## src/rtl/glitch_filt_pkg.sv

```systemverilog
package glitch_filt_pkg;

    // Register byte offsets; the software view depends on these values.
    localparam int OFS_ENABLE = 'hC0;
    localparam int OFS_CLKSEL = 'hC4;
    localparam int OFS_WIDTH  = 'hC8;

    // Filter time base
    typedef enum logic {
        CLK_BUS  = 1'b0,
        CLK_SLOW = 1'b1
    } clk_src_e;

endpackage

```

## src/rtl/glitch_filt_regs.sv

```systemverilog
module glitch_filt_regs
    import glitch_filt_pkg::*;
#(
    parameter int NUM_PINS   = 32,
    parameter int WIDTH_BITS = 5,
    parameter int ADDR_W     = 8,
    parameter int DATA_W     = 32
) (
    input  logic                  clk,
    input  logic                  rst_n,
    input  logic                  reg_we,
    input  logic [ADDR_W-1:0]     reg_addr,
    input  logic [DATA_W-1:0]     reg_wdata,
    output logic [DATA_W-1:0]     reg_rdata,
    output logic [NUM_PINS-1:0]   en_vec,
    output clk_src_e              clk_sel,
    output logic [WIDTH_BITS-1:0] filt_width
);

    localparam logic [ADDR_W-1:0] A_EN  = ADDR_W'(OFS_ENABLE);
    localparam logic [ADDR_W-1:0] A_SEL = ADDR_W'(OFS_CLKSEL);
    localparam logic [ADDR_W-1:0] A_WID = ADDR_W'(OFS_WIDTH);

    typedef struct packed {
        logic [NUM_PINS-1:0]   en;
        clk_src_e              sel;
        logic [WIDTH_BITS-1:0] width;
    } cfg_t;

    cfg_t cfg_d, cfg_q;

    // Next-state: single-cycle writes
    always_comb begin
        cfg_d = cfg_q;
        if (reg_we) begin
            unique case (reg_addr)
                A_EN:    cfg_d.en    = reg_wdata[NUM_PINS-1:0];
                A_SEL:   cfg_d.sel   = clk_src_e'(reg_wdata[0]);
                A_WID:   cfg_d.width = reg_wdata[WIDTH_BITS-1:0];
                default: cfg_d       = cfg_q;
            endcase
        end
    end

    always_ff @(posedge clk or negedge rst_n) begin
        if (!rst_n) begin
            cfg_q <= '{en: '0, sel: CLK_BUS, width: '0};
        end else begin
            cfg_q <= cfg_d;
        end
    end

    // Read path, zero-extended
    always_comb begin
        reg_rdata = '0;
        unique case (reg_addr)
            A_EN:    reg_rdata[NUM_PINS-1:0]   = cfg_q.en;
            A_SEL:   reg_rdata[0]              = cfg_q.sel;
            A_WID:   reg_rdata[WIDTH_BITS-1:0] = cfg_q.width;
            default: reg_rdata                 = '0;
        endcase
    end

    assign en_vec     = cfg_q.en;
    assign clk_sel    = cfg_q.sel;
    assign filt_width = cfg_q.width;

endmodule

```

## src/rtl/glitch_filt_step.sv

```systemverilog
module glitch_filt_step
    import glitch_filt_pkg::*;
(
    input  clk_src_e clk_sel,
    input  logic     slow_tick,
    output logic     step
);

    // Filter clock enable: every bus cycle, or only when the slow tick is high
    always_comb begin
        unique case (clk_sel)
            CLK_SLOW: step = slow_tick;
            default:  step = 1'b1;
        endcase
    end

endmodule

```

## src/rtl/glitch_filt_cell.sv

```systemverilog
module glitch_filt_cell #(
    parameter int WIDTH_BITS = 5
) (
    input  logic                  clk,
    input  logic                  rst_n,
    input  logic                  enable,
    input  logic                  step,
    input  logic [WIDTH_BITS-1:0] width,
    input  logic                  din,
    output logic                  dout
);

    typedef struct packed {
        logic                  level;
        logic [WIDTH_BITS-1:0] run;
    } cell_t;

    cell_t st_d, st_q;

    always_comb begin
        st_d = st_q;
        if (!enable) begin
            st_d = '0;
        end else if (step) begin
            if (din == st_q.level) begin
                st_d.run = '0;
            end else if (st_q.run >= width) begin
                st_d.level = din;
                st_d.run   = '0;
            end else begin
                st_d.run = st_q.run + 1'b1;
            end
        end
    end

    always_ff @(posedge clk or negedge rst_n) begin
        if (!rst_n) begin
            st_q <= '0;
        end else begin
            st_q <= st_d;
        end
    end

    assign dout = st_q.level;

endmodule

```

## src/rtl/glitch_filter_bank.sv

```systemverilog
module glitch_filter_bank
    import glitch_filt_pkg::*;
#(
    parameter int NUM_PINS   = 32,
    parameter int WIDTH_BITS = 5,
    parameter int ADDR_W     = 8,
    parameter int DATA_W     = 32
) (
    input  logic                clk,
    input  logic                rst_n,
    input  logic                reg_we,
    input  logic [ADDR_W-1:0]   reg_addr,
    input  logic [DATA_W-1:0]   reg_wdata,
    output logic [DATA_W-1:0]   reg_rdata,
    input  logic [NUM_PINS-1:0] pin_in,
    input  logic                slow_tick,
    output logic [NUM_PINS-1:0] pin_filt
);

    logic [NUM_PINS-1:0]   en_vec;
    clk_src_e              clk_sel;
    logic [WIDTH_BITS-1:0] filt_width;
    logic                  step;

    glitch_filt_regs #(
        .NUM_PINS  (NUM_PINS),
        .WIDTH_BITS(WIDTH_BITS),
        .ADDR_W    (ADDR_W),
        .DATA_W    (DATA_W)
    ) regs_i (
        .clk       (clk),
        .rst_n     (rst_n),
        .reg_we    (reg_we),
        .reg_addr  (reg_addr),
        .reg_wdata (reg_wdata),
        .reg_rdata (reg_rdata),
        .en_vec    (en_vec),
        .clk_sel   (clk_sel),
        .filt_width(filt_width)
    );

    glitch_filt_step step_i (
        .clk_sel  (clk_sel),
        .slow_tick(slow_tick),
        .step     (step)
    );

    for (genvar g = 0; g < NUM_PINS; g++) begin : g_pin
        glitch_filt_cell #(
            .WIDTH_BITS(WIDTH_BITS)
        ) cell_i (
            .clk   (clk),
            .rst_n (rst_n),
            .enable(en_vec[g]),
            .step  (step),
            .width (filt_width),
            .din   (pin_in[g]),
            .dout  (pin_filt[g])
        );
    end

endmodule

```

## config.mk

```make
export PLATFORM = sky130hd
export DESIGN_NAME = glitch_filter_bank
export DESIGN_NICKNAME = d
export VERILOG_FILES = /design/src/rtl/glitch_filt_pkg.sv /design/src/rtl/glitch_filt_regs.sv /design/src/rtl/glitch_filt_step.sv /design/src/rtl/glitch_filt_cell.sv /design/src/rtl/glitch_filter_bank.sv
export SDC_FILE = /design/constraint.sdc
export NUM_CORES = 1
export LEC_CHECK = 0
export BUFFER_PORTS_ARGS = -buffer_cell sky130_fd_sc_hd__buf_4
export CORE_ASPECT_RATIO = 1.75
export CORE_MARGIN = 2
export CORE_UTILIZATION = 30
export CTS_CLUSTER_DIAMETER = 150
export DETAILED_ROUTE_END_ITERATION = 10
export GPL_ROUTABILITY_DRIVEN = 1
export PLACE_DENSITY = 0.52
export SYNTH_ARGS = -nofsm -noshare
export SYNTH_HDL_FRONTEND = slang
export SYNTH_HIERARCHICAL = 1
export SYNTH_SLANG_ARGS = --single-unit
```

## constraint.sdc

```tcl
create_clock -name clk -period 7.1 [get_ports clk]
set_clock_uncertainty 0.2 [all_clocks]
set_input_delay 1.065 -clock clk [delete_from_list [all_inputs] [get_ports clk]]
set_output_delay 1.065 -clock clk [all_outputs]
set_load 0.01 [all_outputs]
```

== Yosys cells after proc, flatten, opt, wreduce, memory -nomap -nowiden ==
Cells that the tools add are included.
Cells by class
  equality and inequality tests: 131
  magnitude comparators: 32
  add/sub/neg operators: 32
  reductions and logical operators: 35
  mux-type cells: 196
Operator list (count)
  $mux 6: 64
  $mux 5: 64
  $add 5x1->5 const B: 32
  $ge 5x5->1: 32
  $ne 2x1->1 const B: 64
  $reduce_and 3->1: 32
  $mux 1: 65
  $ne 2x2->1 const B: 32
  $eq 1x1->1: 32
  $mux 27: 1
  $eq 8x8->1 const B: 3
  $pmux 4 s2: 1
  $reduce_and 2->1: 3
  $pmux 1 s3: 1
Word-level totals
  word-level logic and storage cells: 493
  input bits: 76
  register bits after elaboration: 230
  output and inout port bits: 64

== Longest topological paths before layout ==
Gate-level depths: netlist of the first run.
  word-level depth: 5
  gate-level depth with buffers: 7
  mapped depth without buffers: 7

== By module ==
The synthesis of the first run kept the hierarchy.
By module, submodules not included
  glitch_filt_cell at g_pin[0].cell_i ...: instances 31, area each 508.0 sq um, cells each 53
  glitch_filt_regs: instances 1, area each 1868.0 sq um, cells each 134
  glitch_filt_cell at g_pin[2].cell_i: instances 1, area each 475.5 sq um, cells each 48
  glitch_filt_step: instances 1, area each 6.3 sq um, cells each 1

== Worst setup path after synthesis of the first run ==
OpenSTA, ideal clock, no wires.
  kind: input port to flip-flop
  from: input port slow_tick
  to: register g_pin[2].cell_i.st_q, in the netlist g_pin[2].cell_i/dout
  data arrival time: 7.200 ns
  path slack: -0.400 ns
  library setup time: 0.100 ns
  stages: 3
  cells stage by stage: nand2b_1 > o21ai_0 > mux2i_1
On the way
  cells in the longest elaborated chain, start to end: 3
Ends and longest elaborated chain
  start: declaration: line glitch_filter_bank.sv:16  | input logic slow_tick,
  $mux 1: line glitch_filt_step.sv:11  | unique case (clk_sel)
  $ne 2x1->1 (no source line)
  $reduce_and 3->1 (no source line)
  end signal: assignment: line glitch_filt_cell.sv:40  | st_q <= st_d;
  end: declaration: line glitch_filt_cell.sv:18  | cell_t st_d, st_q;
Every way passes these cells.
A chain may end at the register's enable or synchronous reset.

== Final worst setup path of the first run ==
  from: input port reg_addr[1]
  to: output port reg_rdata[16]
On the way
  cells in the longest elaborated chain, start to end: 2
Ends and longest elaborated chain
  start: declaration: line glitch_filter_bank.sv:12  | input logic [ADDR_W-1:0] reg_addr,
  $eq 8x8->1: line glitch_filt_regs.sv:56  | unique case (reg_addr)
  $mux 27: line glitch_filt_regs.sv:56
  end: declaration: line glitch_filter_bank.sv:14  | output logic [DATA_W-1:0] reg_rdata,
Every way passes these cells.

==> impl_results.rst, run 1 <==
.. list-table::
   :header-rows: 1

   * - Metric
     - Value
   * - Share of the clock period used by the worst path
     - 58.4%
   * - Clock network fraction of design power
     - 45.7%
   * - Placeable Area
     - 0.0599 sq mm
   * - Type of origin of the critical path
     - primary input
   * - Worst Reg-to-Reg Cells
     - 8
   * - Number of nets with antenna violations after detailed routing
     - 0
   * - Effective utilization at floorplan
     - 30.2%
   * - Power density relative to cell area
     - 158 mW/mm^2
   * - Share of power burned in combinational logic
     - 13.2%
   * - Cell Rows
     - 119
   * - Vias
     - 14300
   * - Top library cells by usage in the layout, fill and taps aside
     - 225 x dfrtp_1, 192 x ha_1, 161 x inv_1
   * - DRC violation total after the first TritonRoute iteration
     - 480
   * - Leakage dissipation
     - 9.09 nW
   * - Critical-path top delay cell
     - or4_1
   * - Arrival time of the worst setup path
     - 2880 ps
   * - Clock slew at reported path FFs
     - 60 ps
   * - Register-to-register setup slack
     - 4170 ps
   * - Met2 WL
     - 24.8 mm
   * - Synthesized netlist net count
     - 2094
   * - Sequential share of the synthesized area
     - 31.8%
   * - Uppermost layer routed
     - met4
   * - Time the final worst path needs with I/O delays and setup
     - 4140 ps
   * - Fin. Hold Viols
     - 0
   * - Post-Syn Area per Cell
     - 9.91 sq um
   * - Floorplan die width
     - 190 microns
   * - Post-CTS setup buffer count
     - 0
   * - Detail-routed via count per cell
     - 5.09
   * - Clock sink total
     - 230
   * - Cell family with the largest share of critical-path delay
     - simple AND/OR/NAND/NOR gates
   * - Half-perimeter wire length after detailed placement
     - 32.0 mm
   * - Fillcell total
     - 6084
   * - Fmax achieved
     - 241 MHz
   * - TritonCTS clock tree
     - yes
   * - Register bit total from synthesis
     - 230
   * - Setup repair after global routing missed its margin
     - false
   * - Sequential power share
     - 41.2%
   * - Die footprint
     - 0.0624 sq mm
   * - Share of total power consumed by net switching
     - 27.1%
   * - Endpoint type of the worst setup path
     - output pin
   * - Outcome
     - finished clean
   * - Maximum number of pins on one net before global-route repair
     - 146
   * - Pre-antenna DRT Iters
     - 5
   * - Number of instances resized during post-cts repair
     - 0
   * - Post-detailed-placement cell area
     - 0.0202 sq mm
   * - Clk root buf
     - clkbuf_16
   * - Skew-Pair Late Insertion Delay
     - 580 ps
   * - Number of global-route vias before repair
     - 14900
   * - Design area
     - 0.0211 sq mm
   * - Largest buffer count on any clock path
     - 3
   * - Kind of critical path
     - primary input to output pin
   * - Number of enable flip-flop cells after synthesis
     - 0
   * - Wire per inst
     - 16.6 microns
   * - Number of antenna violations at the first check in global routing
     - 1
   * - Maximum fanout along the worst path
     - 12
   * - Peak ir drop on the vdd network
     - 0.160 mV
   * - Maximum level of the CTS H-tree
     - 1
   * - CTS hold repair buffers
     - 0
   * - Design internal power
     - 0.00244 W
   * - Hold Worst Slack
     - 310 ps
   * - Global routing usage summed across all routing layers
     - 15.1%
   * - Cell breakdown of the critical path
     - buf_4 -> or4_1 -> nor4_2 -> buf_4 -> and2_1 -> buf_4
   * - Max-cap check violation count
     - 0
   * - Critical register-to-register path endpoint
     - g_pin[16].cell_i/st_q[4]$_DFFE_PN0P_
   * - Sum of buffers and inverters on the critical path
     - 3
   * - Global-route wire length before repair
     - 76.5 mm
   * - Actual slew at the worst max-slew pin
     - 1080 ps
   * - Detailed-route DRC error count
     - 0
   * - Final weighted congestion of routability-driven global placement
     - 0.769
   * - Port Buf Inserts
     - 139
   * - Psw
     - 0.000905 W
   * - Count of warnings emitted by yosys
     - 6
   * - Maximum single-stage delay on the critical path
     - 700 ps
   * - Sum of routed wire length over all layers
     - 46.5 mm
   * - Setup tns final
     - 0 ps
   * - Gate Count Post-Synth
     - 1826
   * - Routed length on met1
     - 18.7 mm
   * - Number of CTS-inserted buffers
     - 29
   * - Fraction of layout cells with a size suffix above 1
     - 25.9%
   * - Leading cell type in the layout, fill and taps excluded
     - dfrtp_1
   * - Proportion of synthesized flip-flops having asynchronous set or reset
     - 100%
   * - Area of the mapped netlist
     - 0.0181 sq mm
   * - Gr ovfl total
     - 0
   * - Die Ht
     - 329 microns
   * - Worst endpoint required time
     - 5830 ps
   * - Relative slew slack
     - 28.1%
   * - CP most frequent cell
     - buf_4
   * - P&R area growth vs syn
     - 16.9%
   * - Worst min path class
     - primary input to asynchronous set/reset pin
   * - Max-slew violation count
     - 0
   * - Number of I/O pins
     - 140
   * - Non-Filler Instances
     - 2803
   * - Met3 wire length
     - 1.42 mm
   * - Reg2reg start
     - regs_i/filt_width[2]$_DFFE_PN0P_
   * - Final nets
     - 2265
   * - Cell total after placement
     - 2752
   * - Most used flip-flop cell after synthesis
     - dfrtp_1
   * - Number of failing setup endpoints in the final timing report
     - 0
   * - Number of distinct library cell variants in the gate-level netlist after synthesis
     - 48
[metal layers]
metal,global-route usage [%],vias to the layer above
li1,-,6975
met1,16.7,7033
met2,29.0,180
met3,1.69,71
met4,5.81,0
met5,0,-
[cell usage after synthesis (2+ instances only)]
master	instances	area [sq um]
mux2_4	31	465
a21boi_1	62	465
nand4_1	32	200
and2b_2	31	272
and3_2	31	233
o31ai_1	31	233
nand2_1	69	259
ha_1	192	2400
nor2_1	37	139
a21oi_2	31	272
a21o_1	31	233
nand3b_1	2	15.0
nor3_1	32	160
a22o_1	2	17.5
nor2b_1	34	213
a22oi_1	62	465
buf_2	2	10.0
a21o_4	31	465
o21ai_0	32	160
mux2_2	8	90.1
and2_2	31	233
nand3_4	31	543
a31oi_2	31	388
or2_2	31	194
mux2i_1	37	370
xnor2_1	33	289
o311ai_2	31	504
dfrtp_1	230	5760
nor4_1	5	31.3
buf_6	3	33.8
clkbuf_1	3	11.3
nand3_1	157	786
and2_1	28	175
inv_1	161	604
nand2b_1	126	788
or3_1	32	200
o21ai_1	62	310
[cell families after synthesis]
logic type / count (synthesis) / synth area share, %
AOI/OAI and AO/OA: 412 / 19.7
xor gates and xnor gates: 33 / 1.60
adders and majority gates: 192 / 13.3
buffers and inverters: 169 / 3.64
DFF: 230 / 31.8
muxes: 76 / 5.12
and+or+nand+nor: 714 / 24.9
[flip-flops by register name (all words and copies together), names as in the netlist]
| name | flops |
|---|---|
| g_pin.cell_i/st_q | 160 |
| g_pin.cell_i/dout | 32 |
| regs_i/clk_sel | 1 |
| regs_i/filt_width | 5 |
| regs_i/en_vec | 32 |
[power by group through the flow]
stage	logic [W]	registers [W]	clock network, W
6_report	0.000441	0.00138	0.00153
2_1_floorplan	0.000294	0.00139	0
3_3_place_gp	0.000438	0.00140	0
3_5_place_dp	0.000450	0.00140	0
5_1_grt	0.000491	0.00138	0.00163
4_1_cts	0.000452	0.00138	0.00159
[worst max path at each step]
stage / from / to / slack, ps / cells after the start
2_1_floorplan: slow_tick / g_pin[2].cell_i/st_q[3]$_DFFE_PN0P_ / 2230 / 4
3_3_place_gp: reg_addr[1] / reg_rdata[16] / 2940 / 6
3_5_place_dp: reg_addr[1] / reg_rdata[25] / 2940 / 6
4_1_cts: reg_addr[1] / reg_rdata[16] / 2930 / 6
5_1_grt: reg_addr[1] / reg_rdata[15] / 2900 / 6
6_report: reg_addr[1] / reg_rdata[16] / 2960 / 6
[per-stage QoR]
stage | util [%] | total power, W | worst slack [ps]
floorplan | - | 0.00168 | 2230
global placement | 33.7 | 0.00184 | 2940
detailed placement | 33.7 | 0.00185 | 2940
CTS | 35.3 | 0.00342 | 2930
global route | 35.3 | 0.00350 | 2900
finish | 35.3 | 0.00334 | 2960
[final cells by class]
type / count / area (sq um) / share of cell area, %
diodes: 1 / 2.50 / 0.0118
clock buffers: 44 / 872 / 4.12
clock inverters: 6 / 80.1 / 0.379
inverters: 161 / 604 / 2.86
multi-input cells: 1427 / 11700 / 55.3
flip-flops and latches: 230 / 5760 / 27.2
well taps: 786 / 983 / 4.65
repair buffers: 148 / 1140 / 5.41
[worst reg2reg max path: stages, from the launching register on]
cell	delay, ps
dfrtp_2	750
buf_4	460
inv_1	110
ha_1	330
a21o_1	170
a31oi_2	210
a21o_4	200
nand3_4	100
o311ai_2	300
Note: power is estimated with default switching activity, not from simulation.
==> inputs of run 2 (changes only) <==
==> constraint.sdc (replaced) <==
create_clock -name clk -period 3.9 [get_ports clk]
set_clock_uncertainty 0.2 [all_clocks]
set_input_delay 0.585 -clock clk [delete_from_list [all_inputs] [get_ports clk]]
set_output_delay 0.585 -clock clk [all_outputs]
set_load 0.01 [all_outputs]
==> run 2 against run 1 <==
Compared with the run above:
- clock power is 78% higher
- die area stayed put
- via count is 0.35% higher
- cell count is 0.64% higher
- wire length is 0.17% higher
- combinational power is 87% higher
- non-clock buffer count is 18 higher
- largest cell class unchanged
==> impl_results.rst, run 2 (synthesis results as in run 1) <==
.. list-table::
   :header-rows: 1

   * - Metric
     - Value
   * - Outcome
     - finished clean
   * - Max-slew violation count
     - 0
   * - Vias
     - 14300
   * - Endpoint type of the worst setup path
     - output pin
   * - Number of nets with antenna violations after detailed routing
     - 0
   * - Setup repair after global routing missed its margin
     - false
   * - Largest Register
     - g_pin.cell_i/st_q
   * - Clk root buf
     - clkbuf_16
   * - Type of origin of the critical path
     - primary input
   * - Fin. Hold Viols
     - 0
   * - Final nets
     - 2282
   * - Multi-input combinational cell area
     - 0.0117 sq mm
   * - Maximum fanout along the worst path
     - 21
   * - DRC violation total after the first TritonRoute iteration
     - 626
   * - Routed length on met1
     - 19.3 mm
   * - Cell Rows
     - 119
   * - Time the final worst path needs with I/O delays and setup
     - 3220 ps
   * - Post-CTS setup buffer count
     - 0
   * - Detail-routed via count per cell
     - 5.07
   * - Global-route wire length before repair
     - 76.3 mm
   * - Sequential standard cell area
     - 0.00576 sq mm
   * - Die Ht
     - 329 microns
   * - Cell breakdown of the critical path
     - buf_4 -> or4_1 -> nor4_2 -> buf_4 -> and2_1 -> buf_4
   * - Number of instances resized during post-cts repair
     - 0
   * - Top library cells by usage in the layout, fill and taps aside
     - 225 x dfrtp_1, 192 x ha_1, 161 x inv_1
   * - Leading cell type in the layout, fill and taps excluded
     - dfrtp_1
   * - CP most frequent cell
     - buf_4
   * - Met2 WL
     - 24.7 mm
   * - Max reg flops
     - 160
   * - TritonCTS clock tree
     - yes
   * - Final weighted congestion of routability-driven global placement
     - 0.768
   * - Critical-path top delay cell
     - or4_1
   * - Power density relative to cell area
     - 284 mW/mm^2
   * - Number of global-route vias before repair
     - 14900
   * - Global routing usage summed across all routing layers
     - 15.0%
   * - Diode count
     - 0
   * - Met3 wire length
     - 1.35 mm
   * - Half-perimeter wire length after detailed placement
     - 32.8 mm
   * - Worst endpoint required time
     - 3120 ps
   * - Arrival time of the worst setup path
     - 2430 ps
   * - Maximum single-stage delay on the critical path
     - 690 ps
   * - Peak ir drop on the vdd network
     - 0.323 mV
   * - Placeable Area
     - 0.0599 sq mm
   * - Max-cap check violation count
     - 0
   * - Clock slew at reported path FFs
     - 60 ps
   * - Die footprint
     - 0.0624 sq mm
   * - Port Buf Inserts
     - 139
   * - Actual slew at the worst max-slew pin
     - 890 ps
   * - Hold Worst Slack
     - 43.3 ps
   * - Number of failing setup endpoints in the final timing report
     - 0
   * - Worst min path class
     - primary input to flop
   * - Detailed-route DRC error count
     - 0
   * - Sum of routed wire length over all layers
     - 46.6 mm
   * - Setup tns final
     - 0 ps
   * - Kind of critical path
     - primary input to output pin
   * - Register-to-register setup slack
     - 1260 ps
   * - Share of the clock period used by the worst path
     - 82.5%
   * - Wire per inst
     - 16.5 microns
   * - Largest buffer count on any clock path
     - 3
   * - Fraction of layout cells with a size suffix above 1
     - 26.5%
   * - Finished Core Util
     - 35.6%
   * - Floorplan die width
     - 190 microns
   * - Clock sink total
     - 230
   * - Fillcell total
     - 6077
   * - Relative slew slack
     - 40.6%
   * - Number of CTS-inserted buffers
     - 28
   * - Fmax achieved
     - 311 MHz
   * - Number of I/O pins
     - 140
   * - Leakage dissipation
     - 9.20 nW
   * - Maximum level of the CTS H-tree
     - 1
   * - Effective utilization at floorplan
     - 30.2%
   * - Pre-antenna DRT Iters
     - 6
   * - Gr ovfl total
     - 0
   * - Uppermost layer routed
     - met4
   * - Number of antenna violations at the first check in global routing
     - 2
   * - Maximum number of pins on one net before global-route repair
     - 83
   * - Skew-Pair Late Insertion Delay
     - 580 ps
   * - P&R area growth vs syn
     - 17.9%
==> run 2: power breakdown <==
group | leakage, nW | total (W) | switching, W | internal [W]
clock network | 0.471 | 0.00273 | 0.00115 | 0.00158
registers | 3.20 | 0.00250 | 0.0000816 | 0.00242
logic | 5.53 | 0.000826 | 0.000445 | 0.000381
==> run 2: final timing paths <==
check | depth (start not counted) | end | from
worst max-delay path | 6 | reg_rdata[19] | reg_addr[1]
max in group asynchronous | 3 | regs_i/filt_width[2]$_DFFE_PN0P_ | rst_n
min in group asynchronous | 2 | g_pin[22].cell_i/st_q[4]$_DFFE_PN0P_ | rst_n
worst max register to register | 8 | g_pin[8].cell_i/st_q[4]$_DFFE_PN0P_ | regs_i/filt_width[4]$_DFFE_PN0P_
worst min-delay path | 2 | regs_i/en_vec[31]$_DFFE_PN0P_ | reg_wdata[31]
worst min register to register | 1 | g_pin[17].cell_i/st_q[3]$_DFFE_PN0P_ | g_pin[17].cell_i/st_q[3]$_DFFE_PN0P_
==> run 2: routing by layer <==
layer	GRT usage [%]	vias up
li1	-	7021
met1	17.5	7016
met2	28.5	202
met3	1.45	70
met4	4.80	0
met5	0	-
==> run 2: cell type report <==
cell class                      instances  share of cell area (%)
Tap cell                              786                    4.61
Clock inverter                         12                   0.586
Sequential cell                       230                    27.0
Timing Repair Buffer                  166                    6.33
Inverter                              161                    2.83
Clock buffer                           39                    3.81
Multi-Input combinational cell       1427                    54.8
==> run 2: what timing repair did <==
action	CTS	global route
endpoints found under the setup margin	0	0
hold endpoints to repair	79	0
hold buffers	4	0
==> run 2: through the flow <==
stage | cells | instance area, sq um | setup WS, ps | power [W]
6_report | 2821 | 21300 | 683 | 0.00605
5_1_grt | 2821 | 21300 | 545 | 0.00635
4_1_cts | 2821 | 21300 | 627 | 0.00621
3_5_place_dp | 2766 | 20400 | 641 | 0.00338
3_3_place_gp | 2766 | 20400 | 650 | 0.00336
2_1_floorplan | 1826 | 18100 | 818 | 0.00306
==> run 2: worst max-delay path: cells and delay by family <==
| family | cells | cell delay [ps] |
|---|---|---|
| and+or+nand+nor | 3 | 1210 |
| buffers and inverters | 3 | 600 |
